File: src/rtl/gpio_irq_pkg.sv
package gpio_irq_pkg;
  localparam int unsigned PORTS         = 5;
  localparam int unsigned PIN_CFG_PORTS = 2;
  localparam int unsigned GRP_PORTS     = PORTS - PIN_CFG_PORTS;
  localparam int unsigned DED_FIRST     = 2;
  localparam int unsigned DED_NUM       = 3;
  localparam int unsigned ADDR_W        = 4;

  localparam logic [ADDR_W-1:0] A_EN0   = 4'd0;
  localparam logic [ADDR_W-1:0] A_POL0  = 4'd2;
  localparam logic [ADDR_W-1:0] A_GEN   = 4'd4;
  localparam logic [ADDR_W-1:0] A_GPOL  = 4'd5;
  localparam logic [ADDR_W-1:0] A_PEND0 = 4'd8;
  localparam logic [ADDR_W-1:0] A_DED   = 4'd13;
endpackage

File: src/rtl/gpio_irq_sync.sv
module gpio_irq_sync #(
  parameter int unsigned W      = 8,
  parameter int unsigned STAGES = 2
) (
  input  logic         clk,
  input  logic         rst,
  input  logic [W-1:0] pin_i,
  output logic [W-1:0] rise_o,
  output logic [W-1:0] fall_o
);
  localparam int unsigned LAST = STAGES - 1;

  logic [W-1:0] stg_q [STAGES];
  logic [W-1:0] prev_q;

  always_ff @(posedge clk) begin
    if (rst) begin
      for (int i = 0; i < STAGES; i++) stg_q[i] <= '0;
      prev_q <= '0;
    end else begin
      stg_q[0] <= pin_i;
      for (int i = 1; i < STAGES; i++) stg_q[i] <= stg_q[i-1];
      prev_q <= stg_q[LAST];
    end
  end

  assign rise_o = stg_q[LAST] & ~prev_q;
  assign fall_o = ~stg_q[LAST] & prev_q;
endmodule

File: src/rtl/gpio_irq_cfg.sv
module gpio_irq_cfg
  import gpio_irq_pkg::*;
#(
  parameter int unsigned PORT_W = 8
) (
  input  logic                           clk,
  input  logic                           rst,
  input  logic                           wr_en_i,
  input  logic [ADDR_W-1:0]              addr_i,
  input  logic [PORT_W-1:0]              wr_data_i,
  output logic [PIN_CFG_PORTS-1:0][PORT_W-1:0] en_pin_o,
  output logic [PIN_CFG_PORTS-1:0][PORT_W-1:0] pol_pin_o,
  output logic [GRP_PORTS-1:0]           grp_en_o,
  output logic [GRP_PORTS-1:0]           grp_pol_o,
  output logic [PORTS-1:0][PORT_W-1:0]   en_o,
  output logic [PORTS-1:0][PORT_W-1:0]   pol_o
);
  logic [PIN_CFG_PORTS-1:0][PORT_W-1:0] en_pin_q, pol_pin_q;
  logic [GRP_PORTS-1:0]                 grp_en_q, grp_pol_q;

  always_ff @(posedge clk) begin
    if (rst) begin
      en_pin_q  <= '0;
      pol_pin_q <= '0;
      grp_en_q  <= '0;
      grp_pol_q <= '0;
    end else if (wr_en_i) begin
      for (int i = 0; i < PIN_CFG_PORTS; i++) begin
        if (addr_i == A_EN0 + ADDR_W'(i))  en_pin_q[i]  <= wr_data_i;
        if (addr_i == A_POL0 + ADDR_W'(i)) pol_pin_q[i] <= wr_data_i;
      end
      if (addr_i == A_GEN)  grp_en_q  <= wr_data_i[GRP_PORTS-1:0];
      if (addr_i == A_GPOL) grp_pol_q <= wr_data_i[GRP_PORTS-1:0];
    end
  end

  for (genvar p = 0; p < PORTS; p++) begin : g_expand
    if (p < PIN_CFG_PORTS) begin : g_pin
      assign en_o[p]  = en_pin_q[p];
      assign pol_o[p] = pol_pin_q[p];
    end else begin : g_grp
      assign en_o[p]  = {PORT_W{grp_en_q[p-PIN_CFG_PORTS]}};
      assign pol_o[p] = {PORT_W{grp_pol_q[p-PIN_CFG_PORTS]}};
    end
  end

  assign en_pin_o  = en_pin_q;
  assign pol_pin_o = pol_pin_q;
  assign grp_en_o  = grp_en_q;
  assign grp_pol_o = grp_pol_q;


  grp_expand_chk: assert property (@(posedge clk) disable iff (rst)
    ($past(wr_en_i) && $past(addr_i) == A_GEN) |->
      en_o[PIN_CFG_PORTS] == {PORT_W{$past(wr_data_i[0])}});
endmodule

File: src/rtl/gpio_irq_pend.sv
module gpio_irq_pend #(
  parameter int unsigned W = 8
) (
  input  logic         clk,
  input  logic         rst,
  input  logic [W-1:0] hit_i,
  input  logic [W-1:0] clr_i,
  output logic [W-1:0] pend_o,
  output logic         irq_o
);
  logic [W-1:0] pend_q, pend_d;
  logic         irq_q;

  assign pend_d = (pend_q & ~clr_i) | hit_i;

  always_ff @(posedge clk) begin
    if (rst) begin
      pend_q <= '0;
      irq_q  <= 1'b0;
    end else begin
      pend_q <= pend_d;
      irq_q  <= |pend_d;
    end
  end

  assign pend_o = pend_q;
  assign irq_o  = irq_q;


  set_wins_chk: assert property (@(posedge clk) disable iff (rst)
    ($past(hit_i) & ~pend_q) == '0);

  w1c_chk: assert property (@(posedge clk) disable iff (rst)
    ($past(clr_i & ~hit_i) & pend_q) == '0);

  sticky_chk: assert property (@(posedge clk) disable iff (rst)
    ($past(pend_q & ~clr_i) & ~pend_q) == '0);

  irq_match_chk: assert property (@(posedge clk) disable iff (rst)
    irq_q == (|pend_q));
endmodule

File: src/rtl/gpio_edge_irq.sv
module gpio_edge_irq
  import gpio_irq_pkg::*;
#(
  parameter int unsigned PORT_W      = 8,
  parameter int unsigned SYNC_STAGES = 2
) (
  input  logic                      clk,
  input  logic                      rst,
  input  logic [PORTS*PORT_W-1:0]   pins_i,
  input  logic                      wr_en_i,
  input  logic [ADDR_W-1:0]         addr_i,
  input  logic [PORT_W-1:0]         wr_data_i,
  output logic [PORT_W-1:0]         rd_data_o,
  output logic [PORTS-1:0]          port_irq_o,
  output logic [DED_NUM-1:0]        ded_irq_o
);
  logic [PIN_CFG_PORTS-1:0][PORT_W-1:0] en_pin, pol_pin;
  logic [GRP_PORTS-1:0]                 grp_en, grp_pol;
  logic [PORTS-1:0][PORT_W-1:0]         en_x, pol_x, rise, fall, hit, clr, pend;
  logic [DED_NUM-1:0]                   ded_hit, ded_clr, ded_pend;
  logic [PORT_W-1:0]                    rd_mux, rd_q;

  gpio_irq_cfg #(.PORT_W(PORT_W)) u_cfg (
    .clk       (clk),
    .rst       (rst),
    .wr_en_i   (wr_en_i),
    .addr_i    (addr_i),
    .wr_data_i (wr_data_i),
    .en_pin_o  (en_pin),
    .pol_pin_o (pol_pin),
    .grp_en_o  (grp_en),
    .grp_pol_o (grp_pol),
    .en_o      (en_x),
    .pol_o     (pol_x)
  );

  for (genvar p = 0; p < PORTS; p++) begin : g_port
    gpio_irq_sync #(.W(PORT_W), .STAGES(SYNC_STAGES)) u_sync (
      .clk    (clk),
      .rst    (rst),
      .pin_i  (pins_i[p*PORT_W +: PORT_W]),
      .rise_o (rise[p]),
      .fall_o (fall[p])
    );

    assign hit[p] = en_x[p] & ((pol_x[p] & rise[p]) | (~pol_x[p] & fall[p]));
    assign clr[p] = (wr_en_i && addr_i == A_PEND0 + ADDR_W'(p)) ? wr_data_i : '0;

    gpio_irq_pend #(.W(PORT_W)) u_pend (
      .clk    (clk),
      .rst    (rst),
      .hit_i  (hit[p]),
      .clr_i  (clr[p]),
      .pend_o (pend[p]),
      .irq_o  (port_irq_o[p])
    );


    disabled_quiet_chk: assert property (@(posedge clk) disable iff (rst)
      (pend[p] & ~$past(pend[p]) & ~$past(en_x[p])) == '0);
  end

  assign ded_hit = hit[0][DED_FIRST +: DED_NUM];
  assign ded_clr = (wr_en_i && addr_i == A_DED) ? wr_data_i[DED_NUM-1:0] : '0;

  gpio_irq_pend #(.W(DED_NUM)) u_ded (
    .clk    (clk),
    .rst    (rst),
    .hit_i  (ded_hit),
    .clr_i  (ded_clr),
    .pend_o (ded_pend),
    .irq_o  ()
  );

  assign ded_irq_o = ded_pend;

  always_comb begin
    rd_mux = '0;
    for (int i = 0; i < PIN_CFG_PORTS; i++) begin
      if (addr_i == A_EN0 + ADDR_W'(i))  rd_mux = en_pin[i];
      if (addr_i == A_POL0 + ADDR_W'(i)) rd_mux = pol_pin[i];
    end
    if (addr_i == A_GEN)  rd_mux[GRP_PORTS-1:0] = grp_en;
    if (addr_i == A_GPOL) rd_mux[GRP_PORTS-1:0] = grp_pol;
    if (addr_i == A_DED)  rd_mux[DED_NUM-1:0]   = ded_pend;
    for (int p = 0; p < PORTS; p++) begin
      if (addr_i == A_PEND0 + ADDR_W'(p)) rd_mux = pend[p];
    end
  end

  always_ff @(posedge clk) begin
    if (rst) rd_q <= '0;
    else     rd_q <= rd_mux;
  end

  assign rd_data_o = rd_q;


  ded_clear_isolated_chk: assert property (@(posedge clk) disable iff (rst)
    ($past(wr_en_i) && $past(addr_i) == A_DED) |->
      ((pend[0] & $past(pend[0])) == $past(pend[0])));

  port_clear_isolated_chk: assert property (@(posedge clk) disable iff (rst)
    ($past(wr_en_i) && $past(addr_i) == A_PEND0) |->
      ((ded_pend & $past(ded_pend)) == $past(ded_pend)));

  ded_follows_port_chk: assert property (@(posedge clk) disable iff (rst)
    ($past(hit[0][DED_FIRST +: DED_NUM]) & ~ded_pend) == '0);
endmodule

File: config.mk
export PLATFORM = sky130hd
export DESIGN_NAME = gpio_edge_irq
export DESIGN_NICKNAME = d
export VERILOG_FILES = /design/src/rtl/gpio_irq_pkg.sv /design/src/rtl/gpio_irq_sync.sv /design/src/rtl/gpio_irq_cfg.sv /design/src/rtl/gpio_irq_pend.sv /design/src/rtl/gpio_edge_irq.sv
export SDC_FILE = /design/constraint.sdc
export NUM_CORES = 1
export LEC_CHECK = 0
export BUFFER_PORTS_ARGS = -buffer_cell sky130_fd_sc_hd__buf_2
export CAP_MARGIN = 20
export CORE_MARGIN = 3
export CORE_UTILIZATION = 66
export CTS_BUF_LIST = sky130_fd_sc_hd__clkbuf_8
export DETAILED_ROUTE_END_ITERATION = 16
export PLACE_DENSITY = 0.85
export SLEW_MARGIN = 20
export SYNTH_ARGS = -nofsm -noshare
export SYNTH_HDL_FRONTEND = slang
export SYNTH_SLANG_ARGS = --single-unit
export TNS_END_PERCENT = 1
File: constraint.sdc
create_clock -name clk -period 2.5 [get_ports clk]
set_input_delay 0.375 -clock clk [delete_from_list [all_inputs] [get_ports clk]]
set_output_delay 0.375 -clock clk [all_outputs]
set_load 0.005 [all_outputs]
Word level (Yosys, flattened, before mapping)
Memories as Yosys holds them, arrays and structs flattened.
Cells that the tools add are included.
- $add $sub $neg: 0
- multiply operators: 0
- divide/modulo/power cells: 0
- magnitude comparators: 0
- eq/ne operators: 11
- shift operators: 0
- muxes and demuxes: 31
- bitwise gates (word level): 73
- reductions and logical operators: 18
- operators by type and width (kind ; number):
    AND 8 bit ; 30
    two-way mux 8 bit ; 24
    inverter 8 bit ; 20
    OR 8 bit ; 10
    OR reduction 8 bit ; 5
    == test 4 bit, second input constant ; 6
    two-way mux 3 bit ; 4
    AND reduction 2 bit ; 6
    OR 1 bit ; 10
    == test 4 x 2 -> 1 bit, second input constant ; 2
    == test 4 x 3 -> 1 bit, second input constant ; 2
    logical AND 1 bit ; 6
    == test 4 x 1 -> 1 bit, second input constant ; 1
    zero test 4 bit ; 1
    AND 3 bit ; 1
    two-way mux 1 bit ; 3
    inverter 3 bit ; 1
    OR 3 bit ; 1
- register bits after elaboration: 134
- latch bits: 0
- RAM bits: 80
- memory bits (read-only): 0
- input port bits: 55
- output and inout port bits: 16
- logic and storage cells: 161
- memories kept: 5
- memory list (name ; words ; width ; rd ports ; clocked after Yosys merged registers in ; wr ports ; line ; text):
    g_port[0].u_sync.stg_q ; 2 ; 8 ; 2 ; 0 ; 2 ; gpio_irq_sync.sv:13 ; logic [W-1:0] stg_q [STAGES];
    g_port[1].u_sync.stg_q ; 2 ; 8 ; 2 ; 0 ; 2 ; gpio_irq_sync.sv:13 ;
    g_port[2].u_sync.stg_q ; 2 ; 8 ; 2 ; 0 ; 2 ; gpio_irq_sync.sv:13 ;
    g_port[3].u_sync.stg_q ; 2 ; 8 ; 2 ; 0 ; 2 ; gpio_irq_sync.sv:13 ;
    g_port[4].u_sync.stg_q ; 2 ; 8 ; 2 ; 0 ; 2 ; gpio_irq_sync.sv:13 ;

Logic depth before layout (Yosys ltp)
- word-level depth: 13
- mapped depth: 8
- mapped depth without buffers: 5

Cells and area by module
From an unflattened synthesis, not the netlist that was laid out.
- cell total of the unflattened synthesis: 1005
- area, all modules: 10177.3 µm²
- modules (own cells, without submodules) (module ; times used ; cells each ; area each (µm²) ; seq. area each (µm²)):
    gpio_irq_sync ; 5 ; 66 ; 793.3 ; 480.5
    gpio_irq_cfg ; 1 ; 220 ; 2148.3 ; 760.7
    gpio_edge_irq ; 1 ; 271 ; 2107.0 ; 160.2
    gpio_irq_pend (g_port[0].u_pend ...) ; 5 ; 34 ; 364.1 ; 180.2
    gpio_irq_pend (u_ded) ; 1 ; 14 ; 135.1 ; 80.1

Worst setup path after synthesis
OpenSTA, ideal clock, no wires.
- kind: input -> register
- start: in addr_i[1]
- end: reg g_port[4].u_pend.irq_q
- library setup time: 128 ps
- arrival time: 1500 ps
- required time: 2372 ps
- setup slack: 872 ps
- cell stages on the path: 7
- path buffers: 2
- cells stage by stage: buf_6 > buf_6 > nand4b_2 > o21ai_0 > nand4_1 > nor4_1 > nor2_1
- cells in the longest elaborated chain, start to end: 7
- ends and longest elaborated chain (item ; line ; text):
    start, declared ; gpio_edge_irq.sv:11 ; input logic [ADDR_W-1:0] addr_i,
    == test 4 bit ; gpio_edge_irq.sv:47 ; assign clr[p] = (wr_en_i && addr_i == A_PEND0 + ADDR_W'(p)) ? wr_data_i : '0;
    logical AND 1 bit ; gpio_edge_irq.sv:47 ;
    two-way mux 8 bit ; gpio_edge_irq.sv:47 ;
    inverter 8 bit ; gpio_irq_pend.sv:14 ; assign pend_d = (pend_q & ~clr_i) | hit_i;
    AND 8 bit ; gpio_irq_pend.sv:14 ;
    OR 8 bit ; gpio_irq_pend.sv:14 ;
    OR reduction 8 bit ; gpio_irq_pend.sv:22 ; irq_q <= |pend_d;
    end signal, assigned ; gpio_irq_pend.sv:22 ;
    end, declared ; gpio_irq_pend.sv:12 ; logic irq_q;
Every way passes these cells.
A chain may end at the register's enable or synchronous reset.

Worst setup path in the final report
- start: reg u_cfg.grp_pol_q[2] (netlist: u_cfg.grp_pol_o[2])
- end: reg g_port[4].u_pend.irq_q
- cells in the longest elaborated chain, start to end: 6
- elaborated cells between the ends (all ways): 7
- classes of those cells: bitwise: 6; reduce/logical: 1
- ends and longest elaborated chain (item ; line ; text):
    start, declared ; gpio_irq_cfg.sv:19 ; logic [GRP_PORTS-1:0] grp_en_q, grp_pol_q;
    start signal, assigned ; gpio_irq_cfg.sv:33 ; if (addr_i == A_GPOL) grp_pol_q <= wr_data_i[GRP_PORTS-1:0];
    inverter 8 bit ; gpio_edge_irq.sv:46 ; assign hit[p] = en_x[p] & ((pol_x[p] & rise[p]) | (~pol_x[p] & fall[p]));
    AND 8 bit ; gpio_edge_irq.sv:46 ;
    OR 8 bit (*) ; gpio_edge_irq.sv:46 ;
    AND 8 bit (*) ; gpio_edge_irq.sv:46 ;
    OR 8 bit (*) ; gpio_irq_pend.sv:14 ;
    OR reduction 8 bit (*) ; gpio_irq_pend.sv:22 ;
Every way passes the cells marked *; elsewhere a longest branch is shown, timed or not.

==> flow_metrics.py <==
metrics = {
    "drt": {
        "wl_per_cell_um": 18.2,
        "routed_wl_um": 21200,
        "drtAntennaViolNets": 0,
        "via_count": 6860,
        "routed_via_density": 5.90,
        "drc": 0,
        "dr.first_iter.drc_count": 761,
        "dr.pass1.iters": 5,
    },
    "floorplan": {
        "fp.dieH_um": 119,
        "dieArea_sq_um": 14100,
        "die_w_um": 119,
        "start_util": 0.686,
        "core_sq_um": 12200,
        "io_pins": 71,
        "std_cell_rows": 40,
    },
    "synthesis": {
        "synthCells": 914,
        "yosys_warnings": 0,
        "yosysTopAreaCell": "dfxtp_1",
        "synth-seq-cells": 214,
        "synth_top_area_frac": 0.512,
        "synth_ff_type": "dfxtp_1",
        "async_reset_ff_frac": 0,
        "synth.distinct_cells": 48,
        "synth_enable_flop_cells": 0,
        "ys_seq_area_frac": 0.512,
        "synthesis.area_sq_um": 8370,
        "syn_nets": 969,
        "syn_avg_cell_area_sq_um": 9.16,
        "synth.area.top_cells": "dfxtp_1 51%, nor2b_1 9.5%, o21ai_0 5.2%",
    },
    "clocking": {
        "clock_latency_ns": 0.52,
        "numClockSinks": 214,
        "cts_tree": "built",
        "post_cts_buffers": 0,
        "clk_pin_slew_ns": 0.07,
        "holdBufCountCts": 0,
        "cts_buffers": 35,
        "cts-root-buf": "clkbuf_8",
        "cts_buffer_depth": 3,
        "h-tree-depth": 2,
        "ctsResizeCount": 0,
    },
    "timing": {
        "relSlewSlack": 0.558,
        "hold_violations": 0,
        "skew_ns": 0.0332,
        "rsz0062_at_grt": "no",
        "finalMaxSlewViolations": 0,
        "period_share": 0.720,
        "period_needed_ns": 1.80,
        "setup_viol": 0,
        "fmax_ghz": 0.556,
        "tns_ns": 0,
        "worstMarginPinSlew_ns": 0.662,
    },
    "place": {
        "place.gp.congestion": 1.02,
        "place_area_sq_um": 8790,
        "port_buffers": 70,
        "dpl.hpwl_um": 14400,
    },
    "setup_path": {
        "path_class": "reg -> reg",
        "crit_fanout": 18,
        "timing.rr.start": "u_cfg.grp_pol_o[2]",
        "r2r_end": "g_port[4].u_pend.irq_o",
        "worstPathRequired_ns": 2.86,
        "cp-startpoint": "u_cfg.grp_pol_o[2]",
        "cp_data_arrival_time_ns": 2.16,
        "end_kind": "flop",
        "critPathCapture": "g_port[4].u_pend.irq_o",
        "cp-start-kind": "flop",
        "r2r_setup_slack_ns": 0.70,
        "worst_r2r_path_depth": 5,
    },
    "finish": {
        "final_area_sq_um": 9500,
        "area_delta_synth_final_pct": 13.5,
        "fillers": 905,
        "layout-drive-gt1-share": 0.153,
        "n_antenna_cell": 0,
        "nets": 1029,
    },
    "pwr": {
        "peakVddDrop_uv": 704,
        "p_per_area_nw_per_um2": 740,
        "power.leakage_nw": 3.73,
    },
    "global_route": {
        "gr-usage-all-layers": 0.301,
        "grt_pass1_wl_um": 33800,
        "grt_remaining_overflow": 0,
        "grt_max_degree": 83,
        "antenna_found_initial": 0,
        "grt_pass1_vias": 6536,
    },
    "job": {
        "max_cap_violations": 0,
    },
    "hold_path": {
        "hp-class": "in -> reg",
    },
    "status": {
        "status": "completed",
    },
}
-- synthesized netlist by cell type (all sizes together) (7+ instances only) --
library cell,instances
dfxtp,214
and3b,22
o21ai,91
nor2b,127
nand2b,11
nand2,74
nand3,31
buf,29
a22oi,7
nand4,10
a21oi,72
nor2,63
mux2i,24
clkbuf,38
a211oi,9
nor3b,34
-- layout make-up --
type | count | area, sq um | share of cell area
Multi-Input combinational cell | 627 | 3740 | 0.394
Tap cell | 168 | 210 | 0.0221
Sequential cell | 214 | 4280 | 0.451
Clock inverter | 17 | 146 | 0.0154
Clock buffer | 41 | 564 | 0.0594
Timing Repair Buffer | 90 | 532 | 0.0560
Inverter | 6 | 22.5 | 0.00237
-- metal layers --
layer	vias to the layer above	wire length (um)	GRT usage
met3	49	2150	0.0761
met4	0	590	0.111
met1	3200	9140	0.419
li1	3265	-	-
met2	346	9350	0.455
met5	-	0	0
-- cell usage in the layout, fill, tap and decap left out, drive strengths merged, types with 11 or more instances in the layout --
cell	n
nor2b	127
a21oi	72
nand2	74
mux2i	24
nor2	63
nand3	31
o21ai	91
clkbuf	41
buf	90
nand2b	11
inv	12
dfxtp	214
nor3b	34
and3b	22
-- metrics by stage --
stage / util / hold slack [ns] / cells / setup slack [ns] / power, mW
2_1_floorplan: - / 0.414 / 914 / 0.872 / 3.87
3_3_place_gp: 0.720 / 0.415 / 1105 / 0.461 / 4.01
3_5_place_dp: 0.720 / 0.422 / 1105 / 0.439 / 4.02
4_1_cts: 0.778 / 0.0418 / 1163 / 0.719 / 7.05
5_1_grt: 0.778 / 0.0571 / 1163 / 0.537 / 7.28
6_report: 0.778 / 0.0562 / 1163 / 0.701 / 7.03
-- logic make-up (layout without fill, tap and decap cells) --
| kind of cell | Yosys count | after routing | synth area share |
|---|---|---|---|
| and+or+nand+nor | 387 | 387 | 0.266 |
| DFF | 214 | 214 | 0.512 |
| AOI/OAI and AO/OA | 212 | 212 | 0.144 |
| buffers and inverters | 73 | 154 | 0.0415 |
| muxes | 27 | 27 | 0.0368 |
| xor gates and xnor gates | 1 | 1 | 0.00105 |
-- power breakdown --
| part | internal [mW] | leakage [nW] | total, mW | switching, mW |
|---|---|---|---|---|
| clock network | 1.71 | 0.389 | 3.07 | 1.36 |
| logic | 0.164 | 1.59 | 0.402 | 0.238 |
| registers | 3.51 | 1.75 | 3.56 | 0.0505 |
| total | 5.38 | 3.73 | 7.03 | 1.65 |
-- sequential cells by signal, summed over array words and instances (netlist names) --
signal                count
rd_data_o                 8
g_port.u_sync.stg_q      80
u_cfg.pol_o              16
u_cfg.grp_en_o            3
g_port.u_pend.pend_o     40
u_ded.pend_o              3
u_cfg.grp_pol_o           3
g_port.u_sync.prev_q     40
g_port.u_pend.irq_o       5
u_cfg.en_o               16
-- critical path: stages (launching register included) --
cell and delay [ns]:
dfxtp_1 0.66, nor3b_1 0.11, o21ai_0 0.36, nand4_1 0.16
nor4_1 0.30, nor2_1 0.07
-- worst min path at each step --
stage / from / endpoint / slack, ns / depth (start not counted)
6_report: pins_i[4] / g_port[0].u_sync.stg_q[0][4] / 0.06 / 2
3_5_place_dp: g_port[0].u_sync.stg_q[0][2] / g_port[0].u_sync.stg_q[0][10] / 0.42 / 1
3_3_place_gp: g_port[0].u_sync.stg_q[0][6] / g_port[0].u_sync.stg_q[0][14] / 0.42 / 1
4_1_cts: pins_i[2] / g_port[0].u_sync.stg_q[0][2] / 0.04 / 2
2_1_floorplan: g_port[0].u_sync.stg_q[0][2] / g_port[0].u_sync.stg_q[0][10] / 0.41 / 1
5_1_grt: pins_i[2] / g_port[0].u_sync.stg_q[0][2] / 0.06 / 2
Note: power is estimated with default switching activity, not from simulation.
